$ cat config.mk
export PLATFORM = sky130hd
export DESIGN_NAME = pcm_serial_rx
export DESIGN_NICKNAME = d
export VERILOG_FILES = /design/src/rtl/pcm_rx_pkg.sv /design/src/rtl/pcm_rx_edge.sv /design/src/rtl/pcm_rx_framer.sv /design/src/rtl/pcm_rx_zero_det.sv /design/src/rtl/pcm_serial_rx.sv
export SDC_FILE = /design/constraint.sdc
export NUM_CORES = 1
export LEC_CHECK = 0
export CORE_MARGIN = 2
export CORE_UTILIZATION = 35
export CTS_BUF_LIST = sky130_fd_sc_hd__clkbuf_4
export DETAILED_ROUTE_END_ITERATION = 8
export SYNTH_ARGS = -nofsm -noshare
export SYNTH_HDL_FRONTEND = slang
export SYNTH_SLANG_ARGS = --single-unit
$ cat constraint.sdc
create_clock -name clk -period 4.45 [get_ports clk]
set_clock_uncertainty 0.05 [all_clocks]
set_input_delay 0.89 -clock clk [delete_from_list [all_inputs] [get_ports clk]]
set_output_delay 0.89 -clock clk [all_outputs]
set_load 0.02 [all_outputs]
$ cat src/rtl/pcm_rx_pkg.sv
package pcm_rx_pkg;
  localparam int SMP_W = 24;
  localparam int CNT_W = $clog2(SMP_W + 1);

  typedef enum logic [1:0] {
    WL_16  = 2'b00,
    WL_20  = 2'b01,
    WL_24  = 2'b10,
    WL_RSV = 2'b11
  } wlen_e;

  // Word length in bits for a configuration code; reserved acts as 16.
  function automatic logic [CNT_W-1:0] word_bits(input logic [1:0] code);
    case (wlen_e'(code))
      WL_20:   return CNT_W'(20);
      WL_24:   return CNT_W'(24);
      default: return CNT_W'(16);
    endcase
  endfunction

  // Keep the low nb bits of raw and copy bit nb-1 into the bits above.
  function automatic logic [SMP_W-1:0] sext(input logic [SMP_W-1:0] raw,
                                            input logic [CNT_W-1:0] nb);
    logic [SMP_W-1:0] res;
    logic             sgn;
    sgn = raw[nb - CNT_W'(1)];
    for (int i = 0; i < SMP_W; i++) begin
      res[i] = (i < int'(nb)) ? raw[i] : sgn;
    end
    return res;
  endfunction
endpackage

$ cat src/rtl/pcm_rx_edge.sv
module pcm_rx_edge (
  input  logic clk,
  input  logic rst_n,
  input  logic bclk_i,
  input  logic lrck_i,
  input  logic sdata_i,
  output logic bit_rise,
  output logic bit_val,
  output logic lr_val
);
  logic bclk_q;

  always_ff @(posedge clk) begin
    if (!rst_n) bclk_q <= 1'b0;
    else        bclk_q <= bclk_i;
  end

  assign bit_rise = bclk_i & ~bclk_q;
  assign bit_val  = sdata_i;
  assign lr_val   = lrck_i;
endmodule

$ cat src/rtl/pcm_rx_framer.sv
module pcm_rx_framer
  import pcm_rx_pkg::*;
(
  input  logic             clk,
  input  logic             rst_n,
  input  logic             bit_rise,
  input  logic             bit_val,
  input  logic             lr_val,
  input  logic             cfg_i2s,
  input  logic             cfg_swap,
  input  logic [CNT_W-1:0] nbits,
  output logic [SMP_W-1:0] smp_data,
  output logic             smp_left,
  output logic             smp_valid
);
  logic             seen_q, armed_q, lr_prev_q, collect_q;
  logic [SMP_W-1:0] shreg_q;
  logic [CNT_W-1:0] bitcnt_q;

  logic             lr_change;
  logic [SMP_W-1:0] shifted;
  logic             emit_rj;
  logic             emit_i2s;

  always_comb begin
    lr_change = seen_q && (lr_val != lr_prev_q);
    shifted   = {shreg_q[SMP_W-2:0], bit_val};
    emit_rj   = !cfg_i2s && lr_change && armed_q;
    emit_i2s  = cfg_i2s && !lr_change && collect_q &&
                (bitcnt_q == nbits - CNT_W'(1));
  end

  always_ff @(posedge clk) begin
    if (!rst_n) begin
      seen_q    <= 1'b0;
      armed_q   <= 1'b0;
      lr_prev_q <= 1'b0;
      collect_q <= 1'b0;
      shreg_q   <= '0;
      bitcnt_q  <= '0;
      smp_data  <= '0;
      smp_left  <= 1'b0;
      smp_valid <= 1'b0;
    end else begin
      smp_valid <= 1'b0;
      if (bit_rise) begin
        seen_q    <= 1'b1;
        lr_prev_q <= lr_val;
        shreg_q   <= shifted;
        if (lr_change) armed_q <= 1'b1;
        // Right-justified: the word ended on the previous rise.
        if (emit_rj) begin
          smp_data  <= sext(shreg_q, nbits);
          smp_left  <= lr_prev_q ^ cfg_swap;
          smp_valid <= 1'b1;
        end
        // I2S: skip the delay bit, then count the word in.
        if (cfg_i2s) begin
          if (lr_change) begin
            bitcnt_q  <= '0;
            collect_q <= 1'b1;
          end else if (collect_q) begin
            bitcnt_q <= bitcnt_q + CNT_W'(1);
            if (emit_i2s) begin
              collect_q <= 1'b0;
              smp_data  <= sext(shifted, nbits);
              smp_left  <= lr_val ^ cfg_swap;
              smp_valid <= 1'b1;
            end
          end
        end
      end
    end
  end

  assert_valid_single_R6: assert property (@(posedge clk) disable iff (!rst_n)
    smp_valid |=> !smp_valid);
  assert_valid_on_rise_R6: assert property (@(posedge clk) disable iff (!rst_n)
    smp_valid |-> $past(bit_rise));
  assert_i2s_count_bound_R4: assert property (@(posedge clk) disable iff (!rst_n)
    (cfg_i2s && collect_q) |-> (bitcnt_q < nbits));
  assert_rj_needs_change_R3: assert property (@(posedge clk) disable iff (!rst_n)
    (smp_valid && !cfg_i2s) |-> $past(lr_val != lr_prev_q));
endmodule

$ cat src/rtl/pcm_rx_zero_det.sv
module pcm_rx_zero_det #(
  parameter int ZERO_RUN = 65536,
  localparam int ZW = $clog2(ZERO_RUN + 1)
) (
  input  logic clk,
  input  logic rst_n,
  input  logic bit_rise,
  input  logic bit_val,
  output logic zero_flag
);
  logic [ZW-1:0] run_q;
  logic          run_full;

  assign run_full = (run_q == ZW'(ZERO_RUN));

  always_ff @(posedge clk) begin
    if (!rst_n) begin
      run_q     <= '0;
      zero_flag <= 1'b0;
    end else if (bit_rise) begin
      if (bit_val) begin
        run_q     <= '0;
        zero_flag <= 1'b0;
      end else if (!run_full) begin
        run_q <= run_q + ZW'(1);
        if (run_q == ZW'(ZERO_RUN - 1)) zero_flag <= 1'b1;
      end
    end
  end

  assert_flag_rise_on_zero_R7: assert property (@(posedge clk) disable iff (!rst_n)
    $rose(zero_flag) |-> $past(bit_rise && !bit_val));
  assert_flag_fall_on_one_R8: assert property (@(posedge clk) disable iff (!rst_n)
    $fell(zero_flag) |-> $past(bit_rise && bit_val));
  assert_flag_full_run_R7: assert property (@(posedge clk) disable iff (!rst_n)
    zero_flag |-> run_full);
endmodule

$ cat src/rtl/pcm_serial_rx.sv
module pcm_serial_rx
  import pcm_rx_pkg::*;
#(
  parameter int ZERO_RUN = 65536
) (
  input  logic             clk,
  input  logic             rst_n,
  input  logic             bclk_i,
  input  logic             lrck_i,
  input  logic             sdata_i,
  input  logic             cfg_i2s_i,
  input  logic             cfg_lr_swap_i,
  input  logic [1:0]       cfg_wlen_i,
  output logic [SMP_W-1:0] smp_data_o,
  output logic             smp_left_o,
  output logic             smp_valid_o,
  output logic             zero_flag_o
);
  logic             bit_rise;
  logic             bit_val;
  logic             lr_val;
  logic [CNT_W-1:0] nbits;

  assign nbits = word_bits(cfg_wlen_i);

  pcm_rx_edge u_edge (
    .clk      (clk),
    .rst_n    (rst_n),
    .bclk_i   (bclk_i),
    .lrck_i   (lrck_i),
    .sdata_i  (sdata_i),
    .bit_rise (bit_rise),
    .bit_val  (bit_val),
    .lr_val   (lr_val)
  );

  pcm_rx_framer u_framer (
    .clk       (clk),
    .rst_n     (rst_n),
    .bit_rise  (bit_rise),
    .bit_val   (bit_val),
    .lr_val    (lr_val),
    .cfg_i2s   (cfg_i2s_i),
    .cfg_swap  (cfg_lr_swap_i),
    .nbits     (nbits),
    .smp_data  (smp_data_o),
    .smp_left  (smp_left_o),
    .smp_valid (smp_valid_o)
  );

  pcm_rx_zero_det #(.ZERO_RUN(ZERO_RUN)) u_zero (
    .clk       (clk),
    .rst_n     (rst_n),
    .bit_rise  (bit_rise),
    .bit_val   (bit_val),
    .zero_flag (zero_flag_o)
  );

  // Above the word's sign bit every output bit must match it.
  logic signed [SMP_W-1:0] sign_span;
  assign sign_span = $signed(smp_data_o) >>> (nbits - CNT_W'(1));

  assert_sign_extended_R1: assert property (@(posedge clk) disable iff (!rst_n)
    smp_valid_o |-> (sign_span == '0 || sign_span == '1));
  assert_reserved_len_R2: assert property (@(posedge clk) disable iff (!rst_n)
    (cfg_wlen_i == 2'b11) |-> (nbits == CNT_W'(16)));
endmodule

* Word-level counts from Yosys, hierarchy flattened
Cells that the tools add are included.
** Word-level totals
- Register bits after elaboration :: 78
- Latch bits :: 0
- Memory bits (writable) :: 0
- ROM bits :: 0
- Word-level logic and storage cells :: 145
- Memories kept :: 0
** Cells by class
- Add/sub/neg operators :: 3
- Multipliers :: 0
- Div/mod/pow operators :: 0
- Magnitude comparators :: 25
- Equality and inequality tests :: 7
- Shift-type cells :: 0
- Mux-type cells :: 78
- Bitwise operators :: 4
- Reductions and logical operators :: 16
** Operator list (count)
- 2-to-1 mux 24 bit :: 5
- 2-to-1 mux 1 bit :: 66
- less-than comparator 4 x 5 -> 1 bit, first input constant :: 8
- less-than comparator 5 bit, first input constant :: 8
- 2-to-1 mux 17 bit :: 2
- less-than comparator 3 x 5 -> 1 bit, first input constant :: 4
- adder 17 x 1 -> 17 bit, second input constant :: 1
- equality test 17 x 16 -> 1 bit, second input constant :: 1
- equality test 17 bit, second input constant :: 1
- binary-select mux 1 bit (select 5 bit) :: 2
- less-than comparator 1 x 5 -> 1 bit, first input constant :: 2
- less-than comparator 2 x 5 -> 1 bit, first input constant :: 2
- 2-to-1 mux 5 bit :: 2
- case mux 4 bit (2 select lines) :: 1
- AND reduction 2 bit :: 4
- logical AND 1 bit :: 6
- less-than comparator 5 x 6 -> 1 bit, second input constant :: 1
- AND reduction 3 bit :: 2
- adder 5 x 1 -> 5 bit, second input constant :: 1
- equality test 5 bit :: 1
- subtractor 5 x 1 -> 5 bit, second input constant :: 1
- nonzero test 2 bit :: 2
- equality test 2 x 1 -> 1 bit, second input constant :: 1
- equality test 2 bit, second input constant :: 1
- 6 further kinds :: 8

* Depth between registers and ports, before layout
- Depth after elaboration :: 11
- Depth in mapped cells :: 9

* Hierarchy
A second synthesis with hierarchy kept.
** Second synthesis, totals
- Cells, all modules :: 604
- Area total of the unflattened synthesis :: 5093.6 um^2
** By module, submodules not included
- pcm_rx_framer :: instances 1, cells each 471, area an instance 4001.3 um^2, sequential area each 1181.1 um^2
- pcm_rx_zero_det :: instances 1, cells each 124, area an instance 1014.7 um^2, sequential area each 360.3 um^2
- pcm_rx_edge :: instances 1, cells each 5, area an instance 55.1 um^2, sequential area each 20.0 um^2
- pcm_serial_rx :: instances 1, cells each 4, area an instance 22.5 um^2, sequential area each 0.0 um^2

* Least setup slack after synthesis
No wires, ideal clock.
- Path type :: input port to flip-flop
- Start :: input port cfg_wlen_i[0]
- End :: register u_framer.smp_data[23]
- Arrival time :: 2.297 ns
- Slack :: 1.986 ns
- Stages :: 9
- Cell sequence :: inv_1 -> ha_1 -> buf_2 -> nor3b_1 -> o221a_4 -> and2_2 -> buf_2 -> a21oi_2 -> a32o_1
** On the way
- Word-level cells in the longest chain between the ends :: 11
** RTL lines
- from (decl) :: line pcm_serial_rx.sv:13 : input logic [1:0] cfg_wlen_i,
- equality test 2 bit / equality test 2 x 1 -> 1 bit (equally long branches) :: line pcm_rx_pkg.sv:14 : case (wlen_e'(code))
- case mux 4 bit (2 select lines) (*) :: line pcm_rx_pkg.sv:14
- subtractor 5 x 1 -> 5 bit :: line pcm_rx_pkg.sv:26, pcm_rx_framer.sv:30
- binary-select mux 1 bit (select 5 bit) :: line pcm_rx_pkg.sv:26 : sgn = raw[nb - CNT_W'(1)];
- 2-to-1 mux 1 bit (not written as such) :: line pcm_rx_pkg.sv:26
- 2-to-1 mux 1 bit :: line pcm_rx_pkg.sv:28 : res[i] = (i < int'(nb)) ? raw[i] : sgn;
- 2-to-1 mux 24 bit :: line pcm_rx_framer.sv:52 : if (emit_rj) begin
- 2-to-1 mux 24 bit :: line pcm_rx_framer.sv:64 : if (emit_i2s) begin
- 2-to-1 mux 24 bit :: line pcm_rx_framer.sv:62 : end else if (collect_q) begin
- 2-to-1 mux 24 bit :: line pcm_rx_framer.sv:59 : if (lr_change) begin
- 2-to-1 mux 24 bit (*) :: line pcm_rx_framer.sv:58 : if (cfg_i2s) begin
- to (signal assigned) :: line pcm_rx_framer.sv:53 : smp_data <= sext(shreg_q, nbits);
- to (signal assigned) :: line pcm_rx_framer.sv:66 : smp_data <= sext(shifted, nbits);
- to (decl) :: line pcm_rx_framer.sv:12 : output logic [SMP_W-1:0] smp_data,
Mark *: on every way between the ends. The rest lies on a longest branch, timed or not. The select of a mux whose other input is x is not followed.
A chain may end at the register's enable or synchronous reset.

* Worst setup path after layout
- Start :: input port cfg_wlen_i[0]
- End :: register u_framer.smp_data[21]
Same word-level chain as after synthesis.

==> parameters.txt <==
Parameter                              Value

Outcome
  Status    finished, final reports clean

Synthesis
  Dominant register cell in the synthesized netlist    sky130_fd_sc_hd__dfxtp_1
  Synth Instances    449
  Average instance area after synthesis    8.27 um^2
  Fraction of registers with async set/reset    0%
  Syn. warnings    0
  Post-synth design cell area    0.00371 mm^2
  Post-synth EDFFs    0
  Number of distinct library cells after synthesis    53
  Net count of the mapped netlist    464
  Flip-flop and latch count after synthesis    78
  Part of the Yosys area used for sequential elements    42.0%

STA
  Post-layout minimum cycle time    2920 ps
  Maximum operating frequency    343 MHz
  Worst-margin pin slew    822 ps
  RSZ-0062 raised after global routing    no
  Setup TNS Final    0 ps
  Final clock period utilization by the worst path    65.6%
  Worst slew margin relative to its limit    44.8%
  Number of failing setup endpoints in the final timing report    0
  Final slew viol count    0
  Count of final hold-check violations    0
  Hold Slack    446 ps

Routing
  DRC violation count after routing    0
  Highest Signal Layer    met4
  Length of the first detailed-routing pass in iterations    4
  WL per Instance    13.6 um
  Via count normalized by instance count    5.17
  Length of routed wiring on met1    4090 um
  Met2 Wirelength    3860 um
  Detailed route wirelength on metal3    271 um
  Final WL    8360 um
  Number of DRC violations after detailed-routing iteration 0    126
  Final ANT Viol Nets    0
  Via total after detailed routing    3,182

Floorplan
  DIE AREA    0.0115 mm^2
  Starting density of the core    36.0%
  # IOs    36
  Area of the core    0.0103 mm^2
  Width of the die    107 um
  Number of rows created at floorplan    37
  Chip Height    107 um

Clocking
  CTS Hold Buffers Added    0
  H-tree lvl count    3
  Cts bufs inserted    9
  Number of setup buffers added after CTS    0
  Sink Count    78
  Gates resized, CTS repair    0
  CTS Root Cell    sky130_fd_sc_hd__clkbuf_4
  CTS max path bufs    2
  CTS tree    done
  Clock network latency to the later pin of the worst-skew pair    440 ps
  Clock edge transition at the registers on the reported setup and hold paths    130 ps

Global routing
  First-pass GRT wire length    14,400 um
  Number of antenna violations at the first check in global routing    0
  Overflow left after global routing    0
  Total Routing Usage GR    15.5%
  Vias in the first global route    3,026
  Largest net degree at the start of global routing    63

Layout
  Layout filler cell count    1,043
  Diodes inserted    0
  Design area    0.00432 mm^2
  Leading cell type in the layout, fill and taps excluded    sky130_fd_sc_hd__nand2_1
  Post-synthesis to final-layout area growth    16.2%
  Commonest cells after routing, fill and taps aside    81 x sky130_fd_sc_hd__nand2_1, 78 x sky130_fd_sc_hd__dfxtp_1, 37 x sky130_fd_sc_hd__nor2_1
  Nets@finish    490
  Layout cell share with drive strength beyond 1    6.67%
  Filler-free cell count of the finished design    616

Setup path
  Depth of the worst register-to-register path    7
  Worst setup EP type    flop
  Critical path data arrival time    3190 ps
  Launch point of the worst reg-to-reg path    u_zero.run_q[0]
  Critical-path maximum fanout    18
  Kind of start point of the critical path    primary input
  Worst setup path category    in -> reg
  Reg-to-Reg End    u_zero.run_q[16]
  Data required time at the worst endpoint    4720 ps
  CP startpoint    cfg_wlen_i[0]
  Slack of the worst reg-to-reg path    2130 ps

Placement
  I/O Buffers    35
  Number of cells in the design after placement    600
  Placement Cell Area    0.00414 mm^2
  HPWL after detailed placement    5810 um
  Last weighted congestion value of the routability-driven placer    0.831

Pwr
  Internal power    0.000979 W
  Switching portion of total power    25.7%
  Switching power total    0.000338 W
  Peak supply drop    154 uV
  Total power per unit cell area    305 mW/mm^2
  Sequential Power Share    54.1%
  Share of total power in the clock network    38.2%
  Static leakage    1.44 nW
  Combinational group share of total power    7.7%

Worst hold path
  Source of the worst hold timing path    u_framer.smp_data[18]
  Hold Path Depth    2
  Worst-case hold path end point    u_framer.smp_data[18]
  Path class of the lowest-slack min-delay path    reg -> reg

Flow run
  MaxCap Viol Count    0
[area by class of cell]
cell class	count	area, um^2	share of cell area [%]
multi-input cells	337	1990	46.2
inverters	10	37.5	0.870
clock buffers	9	67.6	1.57
repair buffers	39	380	8.81
flip-flops and latches	78	1560	36.2
clock inverters	7	105	2.44
well taps	136	170	3.94
[cells in the mapped netlist, drive strengths merged, types with 5 or more instances]
master | number | share of area (%)
dfxtp | 78 | 42
o21ai | 34 | 4.6
a21boi | 29 | 5.9
xor2 | 9 | 2.1
nand2 | 81 | 8.2
o22ai | 18 | 3.0
nor3 | 20 | 2.7
o211ai | 11 | 2.2
buf | 12 | 2.1
xnor2 | 7 | 1.9
clkbuf | 12 | 1.2
nor4 | 9 | 1.7
and2 | 5 | 0.88
nor2 | 38 | 3.9
inv | 10 | 1.0
mux2i | 6 | 1.6
a21oi | 12 | 1.7
ha | 6 | 2.0
[metrics by stage]
stage               worst slack [ps]  total power (W)  util (%)
floorplan                       1990         0.000797         -
global placement                1160         0.000828      40.1
detailed placement              1030         0.000829      40.1
CTS                             1530          0.00133      41.8
global route                    1400          0.00137      41.8
finish                          1530          0.00132      41.8
[registers in the layout (all words and copies together), names as in the netlist]
signal              flops
u_framer.seen_q         1
u_framer.collect_q      1
u_framer.armed_q        1
u_framer.bitcnt_q       5
u_framer.smp_data      24
u_framer.smp_valid      1
u_zero.run_q           17
u_zero.zero_flag        1
u_framer.lr_prev_q      1
u_framer.smp_left       1
u_edge.bclk_q           1
u_framer.shreg_q       24
[power by group through the flow]
stage               clock [W]  combinational [W]  sequential [W]
floorplan                   0          0.0000678        0.000729
global placement            0           0.000100        0.000727
detailed placement          0           0.000102        0.000727
CTS                  0.000520           0.000102        0.000712
global route         0.000550           0.000111        0.000714
finish               0.000503           0.000102        0.000712
[cells by family after synthesis]
family | after synthesis | share of synthesized area, %
and+or+nand+nor | 187 | 23.9
DFF | 78 | 42.0
muxes | 6 | 1.62
adders and majority gates | 6 | 2.02
buffers and inverters | 34 | 4.31
AOI/OAI and AO/OA | 122 | 22.2
xor gates and xnor gates | 16 | 3.98
[worst max-delay path by stage]
stage          cells past startpoint                    end
2_1_floorplan                      9  u_framer.smp_data[23]
3_3_place_gp                       8  u_framer.smp_data[20]
3_5_place_dp                       8  u_framer.smp_data[21]
4_1_cts                            8  u_framer.smp_data[21]
5_1_grt                            8  u_framer.smp_data[20]
6_report                           8  u_framer.smp_data[21]
[metal layers]
metal / GRT usage (%) / vias to the layer above
li1: - / 1646
met1: 20.4 / 1471
met2: 24.8 / 51
met3: 3.95 / 14
met4: 5.29 / 0
met5: 0 / -
[critical path, cell delays in order]
cell and delay (ps):
sky130_fd_sc_hd__clkdlybuf4s50_1 480, sky130_fd_sc_hd__inv_1 50, sky130_fd_sc_hd__ha_1 640, sky130_fd_sc_hd__and3b_1 280, sky130_fd_sc_hd__o221a_4 230, sky130_fd_sc_hd__nand3_4 210
sky130_fd_sc_hd__nor2_1 310, sky130_fd_sc_hd__a211oi_1 110
Power figures use the tool's default switching activity.
